<file path="config.mk">
export PLATFORM = sky130hd
export DESIGN_NAME = ebus_ctrl
export DESIGN_NICKNAME = d
export VERILOG_FILES = /design/src/rtl/ebus_pkg.sv /design/src/rtl/ebus_rst_filt.sv /design/src/rtl/ebus_regs.sv /design/src/rtl/ebus_seq.sv /design/src/rtl/ebus_ctrl.sv
export SDC_FILE = /design/constraint.sdc
export NUM_CORES = 1
export LEC_CHECK = 0
export BUFFER_PORTS_ARGS = -buffer_cell sky130_fd_sc_hd__buf_2
export CORE_UTILIZATION = 45
export CTS_CLUSTER_SIZE = 25
export DETAILED_ROUTE_END_ITERATION = 6
export GPL_ROUTABILITY_DRIVEN = 0
export PLACE_DENSITY = 0.83
export RECOVER_POWER = 100
export SYNTH_ARGS = -nofsm -noshare
export SYNTH_HDL_FRONTEND = slang
export SYNTH_HIERARCHICAL = 1
export SYNTH_SLANG_ARGS = --single-unit
</file>
<file path="constraint.sdc">
create_clock -name clk -period 4.1 [get_ports clk]
set_input_delay 0.615 -clock clk [delete_from_list [all_inputs] [get_ports clk]]
set_output_delay 0.615 -clock clk [all_outputs]
set_load 0.05 [all_outputs]
</file>
<file path="src/rtl/ebus_pkg.sv">
package ebus_pkg;
  typedef enum logic [2:0] {
    K_FETCH = 3'd0,
    K_CODE  = 3'd1,
    K_RD16  = 3'd2,
    K_RD8   = 3'd3,
    K_WR16  = 3'd4,
    K_WR8   = 3'd5
  } kind_e;

  function automatic logic kind_wide(kind_e k);
    return (k == K_FETCH) || (k == K_CODE) || (k == K_RD16) || (k == K_WR16);
  endfunction

  function automatic logic kind_dread(kind_e k);
    return (k == K_RD16) || (k == K_RD8);
  endfunction

  function automatic logic kind_write(kind_e k);
    return (k == K_WR16) || (k == K_WR8);
  endfunction

  function automatic logic kind_override(kind_e k);
    return (k == K_CODE) || kind_dread(k) || kind_write(k);
  endfunction
endpackage

</file>
<file path="src/rtl/ebus_rst_filt.sv">
module ebus_rst_filt #(
  parameter int HOLD_CLKS = 24
) (
  input  logic clk,
  input  logic por_n,
  input  logic rst,
  output logic rst_int
);
  localparam int CW = $clog2(HOLD_CLKS + 1);
  localparam logic [CW-1:0] CMAX = CW'(HOLD_CLKS);
  localparam logic [CW-1:0] CFIRE = CW'(HOLD_CLKS - 1);

  logic [CW-1:0] cnt;

  always_ff @(posedge clk or negedge por_n) begin
    if (!por_n) begin
      cnt     <= '0;
      rst_int <= 1'b1;
    end else begin
      if (!rst)             cnt <= '0;
      else if (cnt != CMAX) cnt <= cnt + 1'b1;
      rst_int <= rst && (cnt >= CFIRE);
    end
  end
endmodule

</file>
<file path="src/rtl/ebus_regs.sv">
module ebus_regs #(
  parameter logic [7:0] ALE_REG_ADDR = 8'h8E,
  parameter logic [7:0] HI_REG_ADDR  = 8'hA0
) (
  input  logic       clk,
  input  logic       por_n,
  input  logic       rst_int,
  input  logic       sfr_we,
  input  logic [7:0] sfr_addr,
  input  logic [7:0] sfr_wdata,
  input  logic       cyc_end,
  input  logic       nxt_override,
  output logic [7:0] hi_reg,
  output logic       sup_q
);
  logic dis_q;

  always_ff @(posedge clk or negedge por_n) begin
    if (!por_n) begin
      dis_q  <= 1'b0;
      hi_reg <= 8'hFF;
      sup_q  <= 1'b0;
    end else if (rst_int) begin
      dis_q  <= 1'b0;
      hi_reg <= 8'hFF;
      sup_q  <= 1'b0;
    end else begin
      if (sfr_we && sfr_addr == ALE_REG_ADDR) dis_q <= sfr_wdata[0];
      if (sfr_we && sfr_addr == HI_REG_ADDR)  hi_reg <= sfr_wdata;
      if (cyc_end) sup_q <= dis_q && !nxt_override;
    end
  end

  AST_DIS_CLEARED: assert property (@(posedge clk) disable iff (!por_n)
    ($past(rst_int) && !rst_int) |-> (!dis_q && hi_reg == 8'hFF));
  AST_SUP_OVERRIDE: assert property (@(posedge clk) disable iff (!por_n || rst_int)
    (cyc_end && nxt_override) |=> !sup_q);
endmodule

</file>
<file path="src/rtl/ebus_seq.sv">
module ebus_seq
  import ebus_pkg::*;
#(
  parameter int CLKS_PER_STATE = 2,
  parameter int AW = 16,
  parameter int DW = 8
) (
  input  logic          clk,
  input  logic          por_n,
  input  logic          rst_int,
  input  logic          req_valid,
  input  kind_e         req_kind,
  input  logic [AW-1:0] req_addr,
  input  logic [DW-1:0] req_wdata,
  output logic          req_ready,
  output logic          cyc_end,
  output logic          rsp_valid,
  output logic [DW-1:0] rsp_data,
  input  logic [DW-1:0] hi_reg,
  input  logic          sup_q,
  output logic [DW-1:0] ad_out,
  output logic          ad_oe,
  input  logic [DW-1:0] ad_in,
  output logic [DW-1:0] hi_out,
  output logic          ale,
  output logic          ale_weak,
  output logic          rd_n,
  output logic          wr_n
);
  localparam int CYC = 6 * CLKS_PER_STATE;
  localparam int PW  = $clog2(CYC);
  localparam logic [PW-1:0] PH_LAST = PW'(CYC - 1);
  localparam logic [PW-1:0] PH_SMP  = PW'(CYC - 2);
  localparam logic [PW-1:0] PH_DATA = PW'(2 * CLKS_PER_STATE);

  logic [PW-1:0] ph;
  logic          cur_v;
  kind_e         cur_k;
  logic [AW-1:0] cur_a;
  logic [DW-1:0] cur_d;
  logic [DW-1:0] rdat;
  logic          addr_ph;
  logic          strb_win;

  assign cyc_end   = (ph == PH_LAST) && !rst_int;
  assign req_ready = cyc_end;

  always_ff @(posedge clk or negedge por_n) begin
    if (!por_n) begin
      ph    <= PH_LAST;
      cur_v <= 1'b0;
      cur_k <= K_FETCH;
      cur_a <= '0;
      cur_d <= '0;
      rdat  <= '0;
    end else if (rst_int) begin
      ph    <= PH_LAST;
      cur_v <= 1'b0;
    end else begin
      ph <= cyc_end ? '0 : ph + 1'b1;
      if (cyc_end) begin
        cur_v <= req_valid;
        if (req_valid) begin
          cur_k <= req_kind;
          cur_a <= req_addr;
          cur_d <= req_wdata;
        end
      end
      if (cur_v && ph == PH_SMP && !kind_write(cur_k)) rdat <= ad_in;
    end
  end

  assign addr_ph  = ph < PH_DATA;
  assign strb_win = cur_v && !addr_ph && (ph != PH_LAST);

  always_comb begin
    ad_oe    = addr_ph || (cur_v && kind_write(cur_k));
    ad_out   = addr_ph ? (cur_v ? cur_a[DW-1:0] : {DW{1'b1}}) : cur_d;
    hi_out   = (cur_v && kind_wide(cur_k)) ? cur_a[AW-1 -: DW] : hi_reg;
    ale      = sup_q ? 1'b1 : (addr_ph && !rst_int);
    ale_weak = sup_q;
    rd_n     = !(strb_win && kind_dread(cur_k));
    wr_n     = !(strb_win && kind_write(cur_k));
  end

  assign rsp_valid = cur_v && cyc_end;
  assign rsp_data  = rdat;

  AST_STROBE_EXCL: assert property (@(posedge clk) disable iff (!por_n || rst_int)
    !(!rd_n && !wr_n));
  AST_RD_RELEASE: assert property (@(posedge clk) disable iff (!por_n || rst_int)
    !rd_n |-> !ad_oe);
  AST_WR_HOLD: assert property (@(posedge clk) disable iff (!por_n || rst_int)
    $rose(wr_n) |-> ad_oe);
  AST_ADDR_NO_STROBE: assert property (@(posedge clk) disable iff (!por_n || rst_int)
    req_ready |=> (rd_n && wr_n && ad_oe));
  AST_RSP_ONE: assert property (@(posedge clk) disable iff (!por_n || rst_int)
    rsp_valid |=> !rsp_valid);
endmodule

</file>
<file path="src/rtl/ebus_ctrl.sv">
module ebus_ctrl
  import ebus_pkg::*;
#(
  parameter int CLKS_PER_STATE = 2,
  parameter int RST_MCYC = 2,
  parameter logic [7:0] ALE_REG_ADDR = 8'h8E,
  parameter logic [7:0] HI_REG_ADDR  = 8'hA0
) (
  input  logic        clk,
  input  logic        por_n,
  input  logic        rst,
  input  logic        req_valid,
  output logic        req_ready,
  input  logic [2:0]  req_kind,
  input  logic [15:0] req_addr,
  input  logic [7:0]  req_wdata,
  output logic        rsp_valid,
  output logic [7:0]  rsp_data,
  input  logic        sfr_we,
  input  logic [7:0]  sfr_addr,
  input  logic [7:0]  sfr_wdata,
  input  logic        idle_mode,
  input  logic        pdown_mode,
  input  logic        emu_mode,
  input  logic        ext_exec,
  output logic [7:0]  ad_out,
  output logic        ad_oe,
  input  logic [7:0]  ad_in,
  output logic [7:0]  hi_out,
  output logic        ale,
  output logic        ale_weak,
  output logic        rd_n,
  output logic        wr_n
);
  localparam int HOLD_CLKS = RST_MCYC * 6 * CLKS_PER_STATE;

  logic       rst_int;
  logic       cyc_end;
  logic       sup_q;
  logic       nxt_override;
  logic [7:0] hi_reg;
  kind_e      kind;

  assign kind = kind_e'(req_kind);
  assign nxt_override = ext_exec || idle_mode || pdown_mode || emu_mode ||
                        (req_valid && kind_override(kind));

  ebus_rst_filt #(.HOLD_CLKS(HOLD_CLKS)) u_filt (
    .clk(clk), .por_n(por_n), .rst(rst), .rst_int(rst_int)
  );

  ebus_regs #(.ALE_REG_ADDR(ALE_REG_ADDR), .HI_REG_ADDR(HI_REG_ADDR)) u_regs (
    .clk(clk), .por_n(por_n), .rst_int(rst_int),
    .sfr_we(sfr_we), .sfr_addr(sfr_addr), .sfr_wdata(sfr_wdata),
    .cyc_end(cyc_end), .nxt_override(nxt_override),
    .hi_reg(hi_reg), .sup_q(sup_q)
  );

  ebus_seq #(.CLKS_PER_STATE(CLKS_PER_STATE), .AW(16), .DW(8)) u_seq (
    .clk(clk), .por_n(por_n), .rst_int(rst_int),
    .req_valid(req_valid), .req_kind(kind), .req_addr(req_addr),
    .req_wdata(req_wdata), .req_ready(req_ready), .cyc_end(cyc_end),
    .rsp_valid(rsp_valid), .rsp_data(rsp_data),
    .hi_reg(hi_reg), .sup_q(sup_q),
    .ad_out(ad_out), .ad_oe(ad_oe), .ad_in(ad_in), .hi_out(hi_out),
    .ale(ale), .ale_weak(ale_weak), .rd_n(rd_n), .wr_n(wr_n)
  );

  AST_READY_CLEAR: assert property (@(posedge clk) disable iff (!por_n)
    rst_int |-> (!req_ready && rd_n && wr_n));
endmodule

</file>
# Word level (Yosys, flattened, before mapping)
# Index checks and enable logic that the tools add are counted.
# W data, S select, Z words.
[classes]
n_bitwise = 1
addsub = 2
n_eq_ne = 17
n_reduce_logical = 42
magnitude_cmp = 2
muxes = 16
[op_table]
columns = ["operator", "n"]
rows = [
  ["$mux W8", 5],
  ["$eq A8 B8 Y1 const B", 2],
  ["$logic_and A1 B1 Y1", 16],
  ["$logic_or A1 B1 Y1", 14],
  ["$eq A3 B2 Y1 const B", 4],
  ["$eq A3 B3 Y1 const B", 4],
  ["$mux W5", 2],
  ["$eq A4 B4 Y1 const B", 2],
  ["$mux W4", 2],
  ["$mux W1", 7],
  ["$eq A3 B1 Y1 const B", 2],
  ["$logic_not A1 Y1", 6],
  ["$reduce_bool A2 Y1", 3],
  ["$add A5 B1 Y5 const B", 1],
  ["$ge A5 B5 Y1 const B", 1],
  ["$ne A5 B5 Y1 const B", 1],
  ["$add A4 B1 Y4 const B", 1],
  ["$lt A4 B3 Y1 const B", 1],
  ["$ne A4 B4 Y1 const B", 1],
  ["$logic_not A3 Y1", 1],
  ["$reduce_and A3 Y1", 1],
  ["$ne A2 B1 Y1 const B", 1],
  ["$reduce_and A2 Y1", 1],
  ["$not A1 Y1", 1],
]
[totals]
input_bits = 60
ff_bits = 56
out_inout_bits = 31
elab_cells = 91

# Depth between registers and ports, before layout
[depth]
word_depth = 10
mapped_depth = 6

# By module
# The synthesis kept the hierarchy.
[modules_own_cells]
columns = ["module", "cells_per_inst", "seq_area_each_um2", "area_each_um2", "n_inst"]
rows = [
  ["ebus_seq", 148, 1004.7, 1979.4, 1],
  ["ebus_regs", 48, 260.2, 503.0, 1],
  ["ebus_rst_filt", 30, 151.4, 326.6, 1],
  ["ebus_ctrl", 4, 0.0, 26.3, 1],
]

# Worst setup path before layout
# OpenSTA, ideal clock, no wires.
[synth_path]
kind = "flip-flop to output port"
start = "reg u_seq.ph[2]"
end = "out ad_out[6]"
path_stages_with_launch = 5
t_arrival_ns = 2.177
path_slack_ns = 1.308
n_path_buf = 2
path_cell_list = "dfrtp_1 > or2_2 > clkbuf_1 > clkbuf_1 > o21ai_0"
[synth_via]
elab_chain_len = 2
[synth_rtl]
columns = ["element", "line_no", "rtl"]
rows = [
  ["start, declared", "ebus_seq.sv:36", "logic [PW-1:0] ph;"],
  ["start signal, assigned", "ebus_seq.sv:60", "ph <= cyc_end ? '0 : ph + 1'b1;"],
  ["$lt A4 B3 Y1", "ebus_seq.sv:73", "assign addr_ph = ph < PH_DATA;"],
  ["$mux W8", "ebus_seq.sv:78", "ad_out = addr_ph ? (cur_v ? cur_a[DW-1:0] : {DW{1'b1}}) : cur_d;"],
  ["end, declared", "ebus_ctrl.sv:26", "output logic [7:0] ad_out,"],
]
# No other way between the ends.

# Worst setup path in the final report
[layout_path]
start = "reg u_seq.cur_k[2]"
end = "out hi_out[7]"
[layout_via]
elab_chain_len = 6
elab_cells_between_ends = 9
cone_classes = "eq/ne: 3; mux: 1; reduce/logical: 5"
[layout_rtl]
columns = ["element", "line_no", "rtl"]
rows = [
  ["start, declared", "ebus_seq.sv:38", "kind_e cur_k;"],
  ["start signal, assigned", "ebus_seq.sv:64", "cur_k <= req_kind;"],
  ["$eq A3 B1 Y1 / $logic_not A3 Y1 (equally long branches)", "ebus_pkg.sv:12", "return (k == K_FETCH) || (k == K_CODE) || (k == K_RD16) || (k == K_WR16);"],
  ["$logic_or A1 B1 Y1 (2 in a row)", "ebus_pkg.sv:12", ""],
  ["$logic_or A1 B1 Y1 *", "ebus_pkg.sv:12", ""],
  ["$logic_and A1 B1 Y1 *", "ebus_seq.sv:79", "hi_out = (cur_v && kind_wide(cur_k)) ? cur_a[AW-1 -: DW] : hi_reg;"],
  ["$mux W8 *", "ebus_seq.sv:79", ""],
  ["end, declared", "ebus_ctrl.sv:29", "output logic [7:0] hi_out,"],
]
# Every way passes the cells marked *; elsewhere a longest branch is shown, timed or not.

==> reports/qor.yml <==
ctsHoldBuffers: 0
p_switching_mw: 1.261
yosysTopAreaCellShare_pct: 38.83
groute.usage.overall_pct: 17.19
ys_types: 42
die_y_um: 81.38
grt_pass1_vias: 1884
rsz0062_at_grt: "false"
slew_violations: 0
routedWlPerCell_um: 13.65
fp.coreArea_mm2: 0.005991
path_buf_inv: 1
skew_ns: 0.01146
power.leakage_nw: 1.544
pwr-share-comb_pct: 52.4
regMostFlops: "u_seq/cur_a"
p_per_area_mw_per_mm2: 780.8
num_rows: 28
synth_area_leaders: "dfrtp_1 (39%), dfstp_2 (11%), mux2_4 (11%)"
startpoint: "u_seq/cur_k[2]$_DFFE_PN0P_"
drt_pass1_iterations: 4
relSlewSlack_pct: 8.415
hold_violations: 0
synthesis.area_mm2: 0.002835
r2r-start: "u_seq/ph[0]$_DFF_PN1_"
clockRootBuffer: "clkbuf_8"
period_share_pct: 75.65
fin_crit_ns: 3.101
cp_cell_sequence: "a21oi_1 > o21ai_0 > mux2_2 > clkbuf_1"
crit_type: "reg2out"
post_cts_buffers: 0
ir_drop_mv: 0.4871
fill_cells: 570
cts_inserted_buffers: 5
r2r_cells: 4
setup_tns_ns: 0
finalSetupViolCount: 0
slowest_delay_ns: 0.89
route.met3.wl_um: 343
synth.largest_area_cell: "dfrtp_1"
synth_area_per_cell_um2: 12.33
r2r_slack_ns: 1.50
port_buffers: 90
antenna_found_initial: 0
ys_warn_count: 6
avgViaCountPerCell: 4.885
worstReg2RegEnd: "u_seq/cur_a[1]$_DFFE_PN0P_"
io_pins: 91
synth_nets: 294
clock-sinks: 56
grt_max_degree: 50
power_frac_seq_pct: 34.9
die_w_um: 81.38
clock_power_share_pct: 12.8
drcViolationCount: 0
overflow: 0
required_ns: 3.48
cell_internal_pwr_mw: 1.275
ys_seq_area_share_pct: 49.96
tritoncts: "built"
tightestPinTransition_ns: 1.363
max_freq_mhz: 322.4
post-route-util_pct: 54.22
final_net_count: 381
grt_pass1_wl_um: 8618
outcome: "complete, no violations"
slowest_stage: "o21ai_0"
die-area_mm2: 0.006622
dp_hpwl_um: 3897
ff_latch_area_mm2: 0.001416
holdWs_ns: 0.1975
finalWirelength_um: 5363
syn2layout_area_growth_pct: 14.56
vias: 1920
insertion_delay_ns: 0.31
switching_share_pct: 49.73
cp-end-kind: "output pin"
cp_max_fo: 8
worstPathArrival_ns: 2.49
hold_path.class: "in2async"
antenna_cells: 0
ant_nets: 0
layout-drive-gt1-share_pct: 32.39
cap_viol_max_count: 0
syn_inst: 230
htreeDepth: 2
highest_layer: "met4"
post_cts_resized: 0
multi_input_area_mm2: 0.001200
met1Wirelength_um: 2466
initial_utilization_pct: 47.33
ys.flop_type: "dfrtp_1"
synth_edf_count: 0
setup.worst_path.start_class: "flip-flop"
largest_reg_flops: 16
drt_iter0_drc: 52
async_flop_share_pct: 100.0
clk_pin_slew_ns: 0.09
cp_top_family: "compound AO/OA/AOI/OAI gates"
cts_buffer_depth: 2
met2_length_um: 2506
ys_ff_latch: 56
-- layer usage --
layer | track usage (%) | vias to the layer above
met5 | 0 | -
met4 | 4.286 | 0
met3 | 4.157 | 5
met2 | 27.42 | 68
met1 | 23.31 | 883
li1 | - | 964
-- cell usage in the layout, fill, tap and decap left out, types with 2 or more instances in the layout --
master,synthesis,routed
dfstp_1,0,2
nor3_1,3,4
mux2i_1,15,15
a21oi_1,2,2
dfrtp_1,44,44
clkbuf_1,4,32
nand2_1,17,17
mux2_2,23,23
ha_1,4,4
nand4b_1,2,3
o21ai_0,9,10
mux2_1,0,19
clkbuf_8,0,7
inv_1,5,5
and3_1,2,3
nand3_1,4,4
dfstp_2,12,10
o211ai_1,2,2
buf_2,1,59
nor2_1,21,21
nand2b_1,6,6
nor2b_1,9,9
a21o_1,2,2
-- worst register-to-register path, stage by stage (launching register included) --
cell     delay [ns]
dfstp_1        0.57
ha_1           0.24
and3b_1        0.23
and3_1         1.03
mux2_2         0.43
-- power groups by stage --
stage / Clock, mW / Combinational, mW / Sequential, mW
CTS: 0.339 / 1.48 / 0.894
global placement: 0 / 1.45 / 0.887
finish: 0.324 / 1.33 / 0.885
floorplan: 0 / 1.10 / 0.985
detailed placement: 0 / 1.47 / 0.901
global route: 0.358 / 1.42 / 0.917
-- area by class of cell --
cell class                 count  area share [%]
inverter                       5          0.5778
multi-input combinational    158           36.94
timing repair buffer          91           12.90
sequential                    56           43.61
clock buffer                   8           3.082
tap                           75           2.889
-- metrics by stage --
| stage | power, mW | cell area [um^2] | std cells | setup WS (ns) |
|---|---|---|---|---|
| after floorplan | 2.082 | 2835 | 230 | 1.308 |
| after detailed placement | 2.375 | 3297 | 385 | 1.979 |
| after global placement | 2.339 | 3297 | 385 | 2.044 |
| final | 2.536 | 3248 | 393 | 0.9986 |
| after global routing | 2.695 | 3248 | 393 | 0.8144 |
| after CTS | 2.711 | 3397 | 393 | 1.635 |
-- worst max path at each step --
stage                     end  slack, ns  cells past startpoint
floorplan           ad_out[6]       1.31                      4
finish              hi_out[7]        1.0                      4
detailed placement  hi_out[1]       1.98                      4
global route        hi_out[2]       0.81                      4
CTS                 hi_out[1]       1.63                      4
global placement    hi_out[7]       2.04                      4
-- cells by family after synthesis --
kind of cell	Yosys count	share of synthesized area, %
flip-flops	56	49.96
AND/OR/NAND/NOR	76	15.01
multiplexers	58	25.02
AO/OA/AOI/OAI	19	4.104
buffers and inverters	16	3.839
adder cells (fa/ha/maj)	4	1.765
XOR/XNOR	1	0.3090
-- Yosys cell counts (2+ instances only) --
master / count
dfrtp_1: 44
mux2_2: 23
nor2_1: 21
mux2_4: 20
nand2_1: 17
mux2i_1: 15
dfstp_2: 12
nor2b_1: 9
o21ai_0: 9
nand2b_1: 6
inv_1: 5
clkbuf_1: 4
ha_1: 4
nand3_1: 4
nor3_1: 3
a21o_1: 2
a21oi_1: 2
and3_1: 2
buf_12: 2
buf_4: 2
nand4b_1: 2
o211ai_1: 2
Note: power is estimated with default switching activity, not from simulation.
